`src/rtl/netcart_pkg.sv`:
```
package netcart_pkg;

  typedef enum logic [2:0] {
    RG_NONE,
    RG_VWIN,
    RG_REGS,
    RG_CRAM,
    RG_ROMLO,
    RG_ROMSW,
    RG_FWSW,
    RG_FWTOP
  } region_e;

  localparam logic [2:0] IDX_VWIN = 3'd2;
  localparam logic [2:0] IDX_ROMSW = 3'd3;
  localparam logic [2:0] IDX_CRAM = 3'd4;
  localparam logic [2:0] IDX_FWSW = 3'd5;

  function automatic region_e region_of(input logic [15:0] a);
    region_e r;
    r = RG_NONE;
    if (a[15:11] == 5'b01010) r = RG_VWIN;
    else if (a[15:12] == 4'h6) r = RG_REGS;
    else if (a[15:12] == 4'h7) r = RG_CRAM;
    else if (a[15:14] == 2'b10) r = RG_ROMLO;
    else if (a[15:13] == 3'b110) r = RG_ROMSW;
    else if (a[15:12] == 4'hE) r = RG_FWSW;
    else if (a[15:12] == 4'hF) r = RG_FWTOP;
    return r;
  endfunction

  function automatic logic [5:0] swap_bank(input logic [4:0] sel, input logic a12);
    return {sel, a12};
  endfunction

  function automatic logic [1:0] fixed_bank(input logic [15:0] a);
    return a[13:12];
  endfunction

endpackage

```
`src/rtl/netcart_ctl_regs.sv`:
```
module netcart_ctl_regs
  import netcart_pkg::*;
#(
  parameter int VWIN_W = 5,
  parameter int RAM_SEL_W = 3,
  parameter int FW_SEL_W = 3
) (
  input  logic                 clk,
  input  logic                 rst_n,
  input  logic [15:0]          cpu_addr,
  input  logic [7:0]           cpu_wdata,
  input  logic                 cpu_rnw,
  input  logic                 cpu_en,
  output logic [4:0]           romsw_q,
  output logic [RAM_SEL_W-1:0] cram_q,
  output logic [FW_SEL_W-1:0]  fwsw_q,
  output logic [VWIN_W-1:0]    vwin_q,
  output logic                 wr_commit
);

  logic        en_q;
  logic [15:0] lat_addr;
  logic [7:0]  lat_data;
  logic        lat_rnw;
  logic [2:0]  lat_idx;

  always_ff @(posedge clk or negedge rst_n) begin
    if (!rst_n) begin
      en_q     <= 1'b0;
      lat_addr <= '0;
      lat_data <= '0;
      lat_rnw  <= 1'b1;
    end else begin
      en_q <= cpu_en;
      if (cpu_en) begin
        lat_addr <= cpu_addr;
        lat_data <= cpu_wdata;
        lat_rnw  <= cpu_rnw;
      end
    end
  end

  assign lat_idx   = lat_addr[2:0];
  assign wr_commit = en_q && !cpu_en && !lat_rnw && (region_of(lat_addr) == RG_REGS);

  always_ff @(posedge clk or negedge rst_n) begin
    if (!rst_n) begin
      romsw_q <= '0;
      cram_q  <= '0;
      fwsw_q  <= '0;
      vwin_q  <= '0;
    end else if (wr_commit) begin
      unique case (lat_idx)
        IDX_VWIN:  vwin_q  <= lat_data[VWIN_W-1:0];
        IDX_ROMSW: romsw_q <= lat_data[5:1];
        IDX_CRAM:  cram_q  <= lat_data[RAM_SEL_W-1:0];
        IDX_FWSW:  fwsw_q  <= lat_data[FW_SEL_W-1:0];
        default: ;
      endcase
    end
  end

endmodule

```
`src/rtl/netcart_addr_decode.sv`:
```
module netcart_addr_decode
  import netcart_pkg::*;
#(
  parameter int BANK_W = 6,
  parameter int RAM_SEL_W = 3,
  parameter int FW_SEL_W = 3,
  parameter logic [7:0] NOCARD_VAL = 8'hFF
) (
  input  logic [15:0]          cpu_addr,
  input  logic                 cpu_rnw,
  input  logic                 cpu_en,
  input  logic                 card_present,
  input  logic [4:0]           romsw_q,
  input  logic [RAM_SEL_W-1:0] cram_q,
  input  logic [FW_SEL_W-1:0]  fwsw_q,
  output logic [BANK_W-1:0]    bank_out,
  output logic                 card_cs,
  output logic                 card_ram,
  output logic                 fw_cs,
  output logic                 vwin_cs,
  output logic                 reg_cs,
  output logic                 modem_cs,
  output logic [7:0]           rd_data,
  output logic                 rd_oe
);

  localparam logic [BANK_W-1:0] FW_LAST = {BANK_W{1'b1}};

  region_e    rg;
  logic [2:0] idx;
  logic       rom_window;

  assign rg         = region_of(cpu_addr);
  assign idx        = cpu_addr[2:0];
  assign rom_window = (rg == RG_ROMLO) || (rg == RG_ROMSW);

  always_comb begin
    bank_out = '0;
    unique case (rg)
      RG_CRAM:  bank_out = BANK_W'(cram_q);
      RG_ROMLO: bank_out = BANK_W'(fixed_bank(cpu_addr));
      RG_ROMSW: bank_out = BANK_W'(swap_bank(romsw_q, cpu_addr[12]));
      RG_FWSW:  bank_out = BANK_W'(fwsw_q);
      RG_FWTOP: bank_out = FW_LAST;
      default:  bank_out = '0;
    endcase
  end

  assign card_ram = (rg == RG_CRAM);
  assign card_cs  = cpu_en && card_present && ((rg == RG_CRAM) || rom_window);
  assign fw_cs    = cpu_en && ((rg == RG_FWSW) || (rg == RG_FWTOP) || (!card_present && rom_window));
  assign vwin_cs  = cpu_en && (rg == RG_VWIN);
  assign reg_cs   = cpu_en && (rg == RG_REGS);
  assign modem_cs = reg_cs && (idx[2:1] == 2'b00);
  assign rd_oe    = reg_cs && cpu_rnw && (idx == IDX_VWIN);
  assign rd_data  = rd_oe ? (card_present ? 8'h00 : NOCARD_VAL) : 8'h00;

endmodule

```
`src/rtl/netcart_bank_map.sv`:
```
module netcart_bank_map #(
  parameter int BANK_W = 6,
  parameter int VWIN_W = 5,
  parameter int RAM_SEL_W = 3,
  parameter int FW_SEL_W = 3,
  parameter logic [7:0] NOCARD_VAL = 8'hFF
) (
  input  logic              clk,
  input  logic              rst_n,
  input  logic [15:0]       cpu_addr,
  input  logic [7:0]        cpu_wdata,
  input  logic              cpu_rnw,
  input  logic              cpu_en,
  input  logic              card_present,
  output logic [BANK_W-1:0] bank_out,
  output logic              card_cs,
  output logic              card_ram,
  output logic              fw_cs,
  output logic              vwin_cs,
  output logic [VWIN_W-1:0] vwin_bank,
  output logic              reg_cs,
  output logic              modem_cs,
  output logic [7:0]        rd_data,
  output logic              rd_oe
);

  logic [4:0]           romsw_q;
  logic [RAM_SEL_W-1:0] cram_q;
  logic [FW_SEL_W-1:0]  fwsw_q;
  logic                 wr_commit;

  netcart_ctl_regs #(
    .VWIN_W(VWIN_W), .RAM_SEL_W(RAM_SEL_W), .FW_SEL_W(FW_SEL_W)
  ) u_regs (
    .clk(clk), .rst_n(rst_n), .cpu_addr(cpu_addr), .cpu_wdata(cpu_wdata),
    .cpu_rnw(cpu_rnw), .cpu_en(cpu_en), .romsw_q(romsw_q), .cram_q(cram_q),
    .fwsw_q(fwsw_q), .vwin_q(vwin_bank), .wr_commit(wr_commit)
  );

  netcart_addr_decode #(
    .BANK_W(BANK_W), .RAM_SEL_W(RAM_SEL_W), .FW_SEL_W(FW_SEL_W),
    .NOCARD_VAL(NOCARD_VAL)
  ) u_dec (
    .cpu_addr(cpu_addr), .cpu_rnw(cpu_rnw), .cpu_en(cpu_en),
    .card_present(card_present), .romsw_q(romsw_q), .cram_q(cram_q),
    .fwsw_q(fwsw_q), .bank_out(bank_out), .card_cs(card_cs),
    .card_ram(card_ram), .fw_cs(fw_cs), .vwin_cs(vwin_cs), .reg_cs(reg_cs),
    .modem_cs(modem_cs), .rd_data(rd_data), .rd_oe(rd_oe)
  );

endmodule

```
`config.mk`:
```
export PLATFORM = sky130hd
export DESIGN_NAME = netcart_bank_map
export DESIGN_NICKNAME = d
export VERILOG_FILES = /design/src/rtl/netcart_pkg.sv /design/src/rtl/netcart_ctl_regs.sv /design/src/rtl/netcart_addr_decode.sv /design/src/rtl/netcart_bank_map.sv
export SDC_FILE = /design/constraint.sdc
export NUM_CORES = 1
export LEC_CHECK = 0
export ABC_AREA = 1
export BUFFER_PORTS_ARGS = -buffer_cell sky130_fd_sc_hd__buf_2
export CELL_PAD_IN_SITES_DETAIL_PLACEMENT = 1
export CELL_PAD_IN_SITES_GLOBAL_PLACEMENT = 1
export CORE_UTILIZATION = 35
export DETAILED_ROUTE_END_ITERATION = 10
export PLACE_DENSITY = 0.82
export SYNTH_ARGS = -nofsm -noshare
export SYNTH_HDL_FRONTEND = slang
export SYNTH_SLANG_ARGS = --single-unit
```
`constraint.sdc`:
```
create_clock -name clk -period 1.6 [get_ports clk]
set_input_delay 0.32 -clock clk [delete_from_list [all_inputs] [get_ports clk]]
set_output_delay 0.32 -clock clk [all_outputs]
set_load 0.01 [all_outputs]
```
# Word level (Yosys, flattened, before mapping)
# Index checks and enable logic that the tools add are counted.
# word_totals
input_bits	29
ff_bits	40
output_inout_bits	26
# classes
n_mux	17
n_eq_ne	27
reduce_logical	24
# op_table
operator	n
$mux 3	14
$pmux 6 s5	1
$eq 3x3->1 const B	8
$eq 3x2->1 const B	6
$eq 4x3->1 const B	4
$eq 4x4->1 const B	4
$mux 8	2
$logic_and 1x1->1	12
$eq 5x4->1 const B	2
$reduce_and 2->1	4
$eq 2x2->1 const B	2
$logic_or 1x1->1	4
$eq 3x1->1 const B	1
$logic_not 1->1	3
$logic_not 2->1	1

# Logic depth before layout (Yosys ltp)
# Gate-level depths: netlist of run 1.
# depth
word_depth	13
depth_mapped	8
ltp_nobuf	6

# By module
# A second synthesis of run 1 with hierarchy kept.
# unflattened
cells_unflattened	202
area_unflattened_um2	1630.3
# modules_own_cells
mod	area_each_um2	cells_each	instances
netcart_ctl_regs	1321.3	144	1
netcart_addr_decode	309.0	58	1

# Worst setup path after synthesis of run 1
# No wires, ideal clock.
# synth_path
path_kind	input to output
from	in cpu_addr[12]
to	out rd_data[1]
cell_stages	7
required_time_ps	1280
path_slack_ps	-74
t_arrival_ps	1354
path_buffers	2
path_cell_list	clkbuf_2 inv_1 nand2_1 nor2_1 nand4_1 nor2_1 buf_4
# synth_between
elab_chain_cells	13
word_cells_on_any_way	17
# synth_rtl
item	line	text
start, declared	netcart_bank_map.sv:10	input logic [15:0] cpu_addr,
$eq 4x4->1	netcart_pkg.sv:28	else if (a[15:12] == 4'hF) r = RG_FWTOP;
$mux 3	netcart_pkg.sv:28	
$mux 3	netcart_pkg.sv:27	else if (a[15:12] == 4'hE) r = RG_FWSW;
$mux 3	netcart_pkg.sv:26	else if (a[15:13] == 3'b110) r = RG_ROMSW;
$mux 3	netcart_pkg.sv:25	else if (a[15:14] == 2'b10) r = RG_ROMLO;
$mux 3	netcart_pkg.sv:24	else if (a[15:12] == 4'h7) r = RG_CRAM;
$mux 3	netcart_pkg.sv:23	else if (a[15:12] == 4'h6) r = RG_REGS;
$mux 3 (*)	netcart_pkg.sv:22	if (a[15:11] == 5'b01010) r = RG_VWIN;
$eq 3x2->1 (*)	netcart_addr_decode.sv:53	assign reg_cs = cpu_en && (rg == RG_REGS);
$logic_and 1x1->1 (*)	netcart_addr_decode.sv:53	
$logic_and 1x1->1 (*) (2 in series)	netcart_addr_decode.sv:55	assign rd_oe = reg_cs && cpu_rnw && (idx == IDX_VWIN);
$mux 8 (*)	netcart_addr_decode.sv:56	assign rd_data = rd_oe ? (card_present ? 8'h00 : NOCARD_VAL) : 8'h00;
end, declared	netcart_bank_map.sv:23	output logic [7:0] rd_data,
# Every way passes the cells marked *; elsewhere a longest branch is shown, timed or not.

# Final worst setup path of run 1
# layout_path
from	in cpu_addr[15]
to	out rd_data[3]
# The elaborated chain is that of the path after synthesis.

==> run_results.csv, run 1 <==
group,metric,value,unit
run_status,run_status,"complete, no violations",
timing,hold_viol,0,
layout,diodes,0,
worst_setup_path,crit_fanout,8,
worst_setup_path,cp_slowest_cell,"nor2_4",
power,power_frac_seq,0.505,
layout,fin_area,0.00198,sq mm
worst_setup_path,r2r_start,"u_regs.lat_rnw",
worst_setup_path,cp.depth,7,
yosys,netlist_area,0.00163,sq mm
grt,track_usage,0.191,
power,p_int,1.25,mW
power,peakVddDrop,0.357,mV
job,timing.max_cap.violations,0,
routing,drtAntennaViolNets,0,
layout,nFillCells,559,
layout,layout_commonest_cell,"nand2_1",
timing,worst_pin_slew,701,ps
grt,grt_pass1_wl,7280,microns
power,power_frac_comb,0.132,
cts,worstSkewPairLatency,290,ps
place,routabilityCongestion,0.773,
yosys,postSynthCellCount,208,
power,leakage,1.13,nW
timing,skew,5.68,ps
grt,grt_max_degree,32,
cts,clockBufferDepth,2,
place,dpl_cell_area,0.00187,sq mm
worst_setup_path,worstRegToRegCells,7,
worst_setup_path,crit_type,"in2out",
routing,vias_per_cell,4.81,
power,power_frac_clock,0.363,
layout,area_delta_synth_final,21.9,%
grt,grt_pass1_vias,1545,
worst_setup_path,critPathMostFrequentCell,"buf_2",
floorplan,die_w,70.2,microns
routing,wl_per_cell,13.5,microns
timing,slew_viol_final,0,
worst_setup_path,worst_ep_required_time,1280,ps
floorplan,fp.dieArea,0.00493,sq mm
yosys,syn_nets,237,
cts,root_buffer,"clkbuf_8",
routing,vias,1468,
power,power,1.73,mW
yosys,seq_area_frac_synth,0.477,
grt,antenna_found_initial,0,
yosys,synth_cell_types,23,
worst_setup_path,cp.buffers_inverters,3,
place,place_ws,-41.3,ps
floorplan,initial_utilization,0.369,
worst_setup_path,cp.arrival,1220,ps
cts,hold_buffers,0,
worst_setup_path,crit_start,"cpu_addr[15]",
yosys,yosysWarnings,0,
yosys,synth_area_leaders,"dfrtp_1, nand2_1, nand3_1",
yosys,syn_area_per_cell,7.83,sq um
worst_setup_path,crit_family,"simple AND/OR/NAND/NOR gates",
timing,setup_viol,0,
layout,nets,282,
timing,period_share,0.964,
worst_setup_path,crit_chain,"buf_2 -> inv_1 -> nand2_1 -> nor2_2 -> nand4_1 -> nor2_4 -> buf_2",
cts,cts_buffers,5,
power,p_sw_frac,0.277,
worst_setup_path,worstSetupStartpointType,"input port",
place,io_buffers,44,
worst_hold_path,hold_class,"in2async",
timing,timing.slew.headroom,0.533,
cts,htree_levels,2,
grt,grt_overflow,0,
timing,period_minus_slack,1540,ps
floorplan,fp-row-count,24,
worst_setup_path,critPathMaxStageDelay,190,ps
floorplan,core,0.00441,sq mm
routing,drc_errors,0,
layout,final_cell_mix,"nand2_1, buf_2, dfrtp_1, inv_1, nand3_1",
cts,clk_pin_slew,60,ps
yosys,synth_top_cell_by_area,"dfrtp_1",
cts,cts_tree,"done",
power,p_switching,0.479,mW
yosys,ys_ff_latch,31,
layout,regArea,777,sq um
routing,drt_iter0_markers,49,
layout,multi_input_area,696,sq um
layout,layout-drive-gt1-share,0.300,
floorplan,die_h,70.2,microns
timing,fin_ws,58.0,ps
timing,rsz0062_at_grt,"true",
cts,clock-sinks,31,
place,hpwl,3210,microns
yosys,synth_top_area_share,0.461,
routing,routed_wl,4120,microns
timing,max_freq,0.648,GHz
power,powerDensity,871,mW/mm^2
floorplan,io_pins,55,
worst_setup_path,worstSetupEndpointType,"primary output",
routing,dr.pass1.iters,4,
synthesized netlist by cell type, drive strengths merged:
| cell | instances |
|---|---|
| nor3 | 1 |
| clkbuf | 2 |
| a21oi | 1 |
| nand4 | 11 |
| nor2 | 17 |
| buf | 13 |
| nand2 | 87 |
| dfrtp | 30 |
| inv | 17 |
| nor4 | 1 |
| o211ai | 1 |
| dfstp | 1 |
| nand3 | 16 |
| o21ai | 10 |
final timing paths:
path,slack (ps),to
worst max-delay path,60,rd_data[3]
worst min-delay path,80,u_regs.romsw_q[2]
worst max register to register,330,u_regs.vwin_q[0]
worst min register to register,470,u_regs.romsw_q[0]
max in group asynchronous,1070,u_regs.lat_data[1]
min in group clk,230,u_regs.lat_data[0]
power groups by stage:
stage,Sequential [mW],Clock [mW],Combinational [mW]
floorplan,0.877,0,0.135
global placement,0.883,0,0.220
detailed placement,0.887,0,0.229
CTS,0.872,0.645,0.231
global route,0.879,0.673,0.261
finish,0.873,0.627,0.228
metal layers:
metal	wire length, microns	share of wire	GRT usage
met1	1930	0.47	0.245
met2	1960	0.48	0.314
met3	150	0.036	0.0433
met4	82	0.020	0.0689
met5	0	0	0
registers in the layout, summed over array words and instances, names as in the netlist:
name	flops
u_regs.romsw_q	5
u_regs.lat_data	6
u_regs.cram_q	3
u_regs.vwin_q	5
u_regs.fwsw_q	3
u_regs.lat_addr	7
u_regs.en_q	1
u_regs.lat_rnw	1
layout make-up:
type	count	area share
repair buffers	53	0.146
multi-input cells	145	0.351
well taps	52	0.0328
clock inverters	1	0.00252
clock buffers	6	0.0416
inverters	17	0.0347
flip-flops and latches	31	0.392
cells by family (layout without fill, tap and decap cells):
group,Yosys count,count (layout),share of synthesized area
AND/OR/NAND/NOR,133,133,0.377
AO/OA/AOI/OAI,12,12,0.0384
flip-flops,31,31,0.477
buffers and inverters,32,77,0.108
stage by stage:
step / cells / setup TNS [ps] / hold slack (ps) / utilization
after global routing: 305 / 0 / 126 / 0.450
after floorplan: 208 / 0 / 24.4 / -
after CTS: 305 / 0 / 92.1 / 0.447
after detailed placement: 297 / -304 / 402 / 0.423
final: 305 / 0 / 78.0 / 0.450
after global placement: 297 / 0 / 397 / 0.423
what timing repair did:
action / in CTS / in global routing
pin swaps: 3 / 2
endpoints found under the setup margin: 8 / 11
setup buffers: 1 / 0
resized for setup: 2 / 4
hold endpoints to repair: 0 / 0
No activity file was read; power rests on OpenSTA's default activity.
==> inputs of run 2 (changes only) <==
Settings changed: CORE_UTILIZATION 35 to 32, PLACE_DENSITY 0.82 to 0.79.
Clock period 1.6 ns to 1.3 ns, I/O delays scaled along.
==> run 2 against run 1 <==
Effect of this change: the run now ends with negative setup slack left; worst setup slack got worse by 120 ps; via count rose by 4.9%; global-route usage fell by 0.91 points; count of clock-buffer cells in the layout did not move; clock power rose by 21%; die area rose by 9.1%; worst hold slack improved by 100 ps; critical path type is now reg2out; largest cell class unchanged.
==> run_results.csv, run 2 (synthesized netlist as in run 1, its figures left out) <==
group,metric,value,unit
cts,root_buffer,"clkbuf_8",
cts,worstSkewPairLatency,280,ps
grt,grt_busiest_layer,"met2",
layout,nFillCells,628,
layout,largest_reg_flops,7,
power,peakVddDrop,0.492,mV
layout,diodes,0,
cts,cts_buffers,5,
worst_setup_path,r2r_start,"u_regs.lat_addr[15]",
run_status,run_status,"finished, violations left",
run_status,violations,"negative setup slack",
routing,routed_wl,4360,microns
layout,multi_input_area,777,sq um
routing,drtAntennaViolNets,0,
layout,area_delta_synth_final,37.7,%
grt,grt_pass1_wl,7270,microns
timing,max_freq,0.734,GHz
layout,layout.cells.non_filler,332,
layout,largest_register,"u_regs.lat_addr",
floorplan,fp-row-count,25,
worst_setup_path,worst_ep_required_time,1040,ps
place,hpwl,3240,microns
routing,drt_iter0_markers,66,
worst_hold_path,hold_class,"in2reg",
worst_hold_path,min_to,"u_regs.lat_data[1]",
grt,track_usage,0.182,
worst_setup_path,crit_type,"reg2out",
timing,period_share,1.05,
place,routabilityCongestion,0.783,
routing,vias,1540,
timing,setup_viol,11,
timing,hold_viol,0,
place,io_buffers,44,
worst_setup_path,r2r_slack,100,ps
job,timing.max_cap.violations,0,
power,powerDensity,977,mW/mm^2
cts,htree_levels,2,
timing,rsz0062_at_grt,"true",
timing,timing.slew.headroom,0.743,
worst_setup_path,worstSetupStartpointType,"flip-flop",
grt,use_met1,0.224,
routing,drc_errors,0,
worst_hold_path,hold_start,"cpu_wdata[1]",
routing,vias_per_cell,4.64,
cts,cts_tree,"done",
timing,period_minus_slack,1360,ps
floorplan,core,0.00482,sq mm
layout,reg_top3,"u_regs.lat_addr: 7 flops, u_regs.lat_data: 6 flops",
layout,final_cell_mix,"nand2_1, buf_2, dfrtp_1, buf_4",
layout,fin_area,0.00224,sq mm
cts,clock-sinks,31,
floorplan,die_w,73.3,microns
cts,clockBufferDepth,2,
layout,layout_commonest_cell,"nand2_1",
timing,fin_ws,-62.2,ps
grt,use_met2,0.307,
worst_setup_path,worstSetupEndpointType,"primary output",
grt,grt_overflow,0,
grt,grt_pass1_vias,1583,
timing,worst_pin_slew,384,ps
grt,use_met3,0.0466,
place,dpl_cell_area,0.00197,sq mm
floorplan,initial_utilization,0.338,
timing,skew,5.82,ps
grt,antenna_found_initial,0,
floorplan,die_h,73.3,microns
power,leakage,1.22,nW
worst_setup_path,worstRegToRegCells,7,
layout,layout-drive-gt1-share,0.385,
place,place_ws,-184,ps
cts,clk_pin_slew,70,ps
routing,wl_per_cell,13.1,microns
grt,grt_max_degree,19,
floorplan,fp.dieArea,0.00538,sq mm
worst_setup_path,crit_fanout,2,
place,dp_cells,321,
worst_setup_path,reg2reg_to,"u_regs.fwsw_q[0]",
layout,regArea,777,sq um
worst_setup_path,cp.arrival,1100,ps
worst_hold_path,hold_depth,3,
timing,slew_viol_final,0,
layout,nets,294,
floorplan,io_pins,55,
timing,fin_setup_tns,-469,ps
routing,dr.pass1.iters,4,
==> run 2: layout make-up <==
cell class / count / share of cell area
sequential: 31 / 0.347
timing repair buffer: 65 / 0.199
inverter: 17 / 0.0318
clock inverter: 1 / 0.00223
multi-input combinational: 145 / 0.347
tap: 67 / 0.0374
clock buffer: 6 / 0.0368
==> run 2: metal layers <==
layer / up-vias / part of all wire
met3: 2 / 0.029
met5: - / 0
met4: 0 / 0.0087
met1: 741 / 0.45
met2: 27 / 0.51
li1: 770 / -
==> run 2: worst max-delay path by stage <==
| stage | from | endpoint | depth (start not counted) |
|---|---|---|---|
| 2_1_floorplan | cpu_addr[12] | rd_data[1] | 7 |
| 3_3_place_gp | cpu_addr[15] | rd_data[7] | 7 |
| 3_5_place_dp | cpu_addr[15] | rd_data[5] | 7 |
| 4_1_cts | cpu_addr[12] | rd_data[5] | 7 |
| 5_1_grt | cpu_addr[13] | rd_data[5] | 6 |
| 6_report | u_regs.fwsw_q[1] | bank_out[1] | 3 |
==> run 2: worst max-delay path, cell delays in order, from the launching register on <==
cell and delay [ps]:
dfrtp_1 380, o211ai_1 170, nand4_1 120, buf_2 160
==> run 2: stage by stage <==
stage / hold slack (ps) / util / total power, mW
6_report: 180 / 0.465 / 2.19
3_5_place_dp: 188 / 0.410 / 1.40
5_1_grt: 174 / 0.465 / 2.31
4_1_cts: 177 / 0.448 / 2.19
3_3_place_gp: 188 / 0.410 / 1.38
2_1_floorplan: -35.6 / - / 1.25
==> run 2: what timing repair did <==
item	4_1_cts	5_1_grt
hold buffers	1	0
resized for setup	20	19
pin swaps	4	7
endpoints found under the hold margin	13	0
setup buffers	2	1
setup endpoints to repair	20	35
==> run 2: report_power, final <==
| part | leakage (nW) | internal, mW | switching [mW] |
|---|---|---|---|
| sequential | 0.403 | 1.02 | 0.0519 |
| combinational | 0.766 | 0.142 | 0.212 |
| clock | 0.0470 | 0.415 | 0.346 |
| total | 1.22 | 1.58 | 0.610 |
==> inputs of run 3 (changes only) <==
Clock period 1.3 ns to 1.2 ns, I/O delays scaled along.
==> run 3 against run 2 <==
Effect of this change: the flow still finishes with violations (negative setup slack); register-to-register slack got worse by 150 ps; final cell count rose by 3.3%; routed wire length rose by 18%; worst setup slack got worse by 85 ps; die area did not move; sequential share of layout area fell by 3.4 points; largest power group unchanged; highest routed layer unchanged.
==> run_results.csv, run 3 (synthesized netlist as in run 1, its figures left out) <==
group,metric,value,unit
timing,timing.slew.headroom,0.803,
grt,grt_pass1_vias,1588,
cts,clockBufferDepth,2,
layout,layout_commonest_cell,"nand2_1",
routing,drtAntennaViolNets,0,
place,routabilityCongestion,0.783,
layout,largest_register,"u_regs.lat_addr",
grt,grt_max_degree,32,
floorplan,die_h,73.3,microns
worst_setup_path,worst_ep_required_time,960,ps
routing,drc_errors,0,
floorplan,fp.dieArea,0.00538,sq mm
floorplan,core,0.00482,sq mm
worst_hold_path,hold_start,"cpu_wdata[1]",
worst_setup_path,crit_type,"in2out",
place,hpwl,3270,microns
layout,utilization,0.517,
grt,grt_overflow,0,
timing,period_share,1.12,
timing,rsz0062_at_grt,"true",
grt,grt_pass1_wl,7620,microns
run_status,violations,"negative setup slack",
place,io_buffers,44,
job,timing.max_cap.violations,0,
worst_setup_path,cp_slowest_cell,"nand4_1",
grt,antenna_found_initial,0,
routing,drt_iter0_markers,56,
layout,reg_top3,"u_regs.lat_addr: 7 flops, u_regs.lat_data: 6 flops",
worst_setup_path,endpoint,"rd_data[2]",
grt,track_usage,0.190,
routing,vias,1607,
timing,max_freq,0.742,GHz
worst_setup_path,reg2reg_to,"u_regs.cram_q[1]",
timing,hold_ws,161,ps
layout,nets,305,
cts,clock-sinks,31,
timing,period_minus_slack,1350,ps
run_status,run_status,"finished, violations left",
power,power,2.46,mW
worst_setup_path,r2r_start,"u_regs.lat_addr[15]",
layout,layout.cells.non_filler,343,
worst_setup_path,r2r_slack,-50,ps
routing,dr.pass1.iters,4,
floorplan,initial_utilization,0.338,
power,leakage,1.29,nW
cts,cts_tree,"done",
timing,setup_viol,23,
place,dpl_cell_area,0.00202,sq mm
layout,fin_area,0.00249,sq mm
cts,root_buffer,"clkbuf_8",
worst_setup_path,worstSetupEndpointType,"primary output",
timing,slew_viol_final,0,
cts,worstSkewPairLatency,280,ps
layout,nFillCells,605,
worst_hold_path,hold_class,"in2reg",
cts,cts_buffers,5,
timing,fin_ws,-147,ps
worst_setup_path,worstRegToRegCells,7,
layout,final_cell_mix,"nand2_1, dfrtp_1, buf_2, buf_6, buf_4",
worst_setup_path,critPathMostFrequentCell,"buf_6",
place,dp_cells,327,
routing,wl_per_cell,14.9,microns
timing,hold_viol,0,
floorplan,die_w,73.3,microns
power,powerDensity,988,mW/mm^2
cts,htree_levels,2,
layout,area_delta_synth_final,53.0,%
layout,largest_reg_flops,7,
floorplan,fp-row-count,25,
worst_setup_path,worstSetupStartpointType,"input port",
worst_setup_path,crit_start,"cpu_addr[12]",
floorplan,io_pins,55,
routing,routed_wl,5130,microns
power,peakVddDrop,0.564,mV
worst_setup_path,cp.arrival,1110,ps
cts,clk_pin_slew,60,ps
routing,vias_per_cell,4.69,
timing,worst_pin_slew,295,ps
worst_setup_path,critPathMaxStageDelay,160,ps
layout,diodes,0,
layout,layout-drive-gt1-share,0.482,
timing,skew,8.54,ps
worst_setup_path,crit_fanout,4,
worst_setup_path,crit_chain,"buf_6 -> inv_2 -> nand2_2 -> nor2_4 -> nand4_1 -> nor2_4 -> buf_6 -> buf_6",
run 3: cell count changes in the layout (fill, tap and decap cells not counted), moves of 4 or more:
cell / change
buf_6: +11
nand2_1: -11
nand2_2: +11
buf_2: -9
buf_4: +6
nand3_1: -6
nand3_2: +4
run 3: stage by stage:
step	TNS, ps	worst slack, ps
after global routing	-3800	-209
after floorplan	-745	-110
after global placement	-3050	-220
after CTS	-1630	-170
after detailed placement	-4090	-282
final	-1630	-147
run 3: what timing repair did:
action	4_1_cts	5_1_grt
cloned	0	1
endpoints found under the hold margin	30	0
pin swaps	8	16
hold buffers	1	0
endpoints found under the setup margin	37	37
buffers inserted	4	4
resized for setup	45	36
run 3: cell type report:
type / instances / area [sq um] / share of cell area
Inverter: 17 / 73.8 / 0.0296
Tap cell: 67 / 83.8 / 0.0337
Clock buffer: 6 / 82.6 / 0.0332
Timing Repair Buffer: 76 / 619 / 0.249
Sequential cell: 31 / 777 / 0.312
Clock inverter: 1 / 5.00 / 0.00201
Multi-Input combinational cell: 145 / 848 / 0.341
run 3: how the worst min path moves through the flow:
stage	to	slack [ps]	cells after the start
after floorplan	u_regs.cram_q[0]	-60	0
final	u_regs.lat_data[1]	160	3
after detailed placement	u_regs.romsw_q[3]	210	2
after global placement	u_regs.romsw_q[4]	200	2
after global routing	u_regs.lat_data[1]	150	3
after CTS	u_regs.lat_data[5]	160	3
run 3: critical path: cells and delay by family:
| kind | cells | cell delay [ps] |
|---|---|---|
| buffers and inverters | 4 | 380 |
| and+or+nand+nor | 4 | 480 |
run 3: report_power, final:
part           switching, mW  internal (mW)
registers             0.0656           1.11
clock network          0.388          0.450
logic                  0.255          0.191
run 3: metal layers:
metal / vias up / part of all wire / GRT usage
met2: 40 / 0.52 / 0.318
li1: 791 / - / -
met1: 769 / 0.43 / 0.248
met3: 7 / 0.034 / 0.0466
met5: - / 0 / 0
met4: 0 / 0.012 / 0.0427
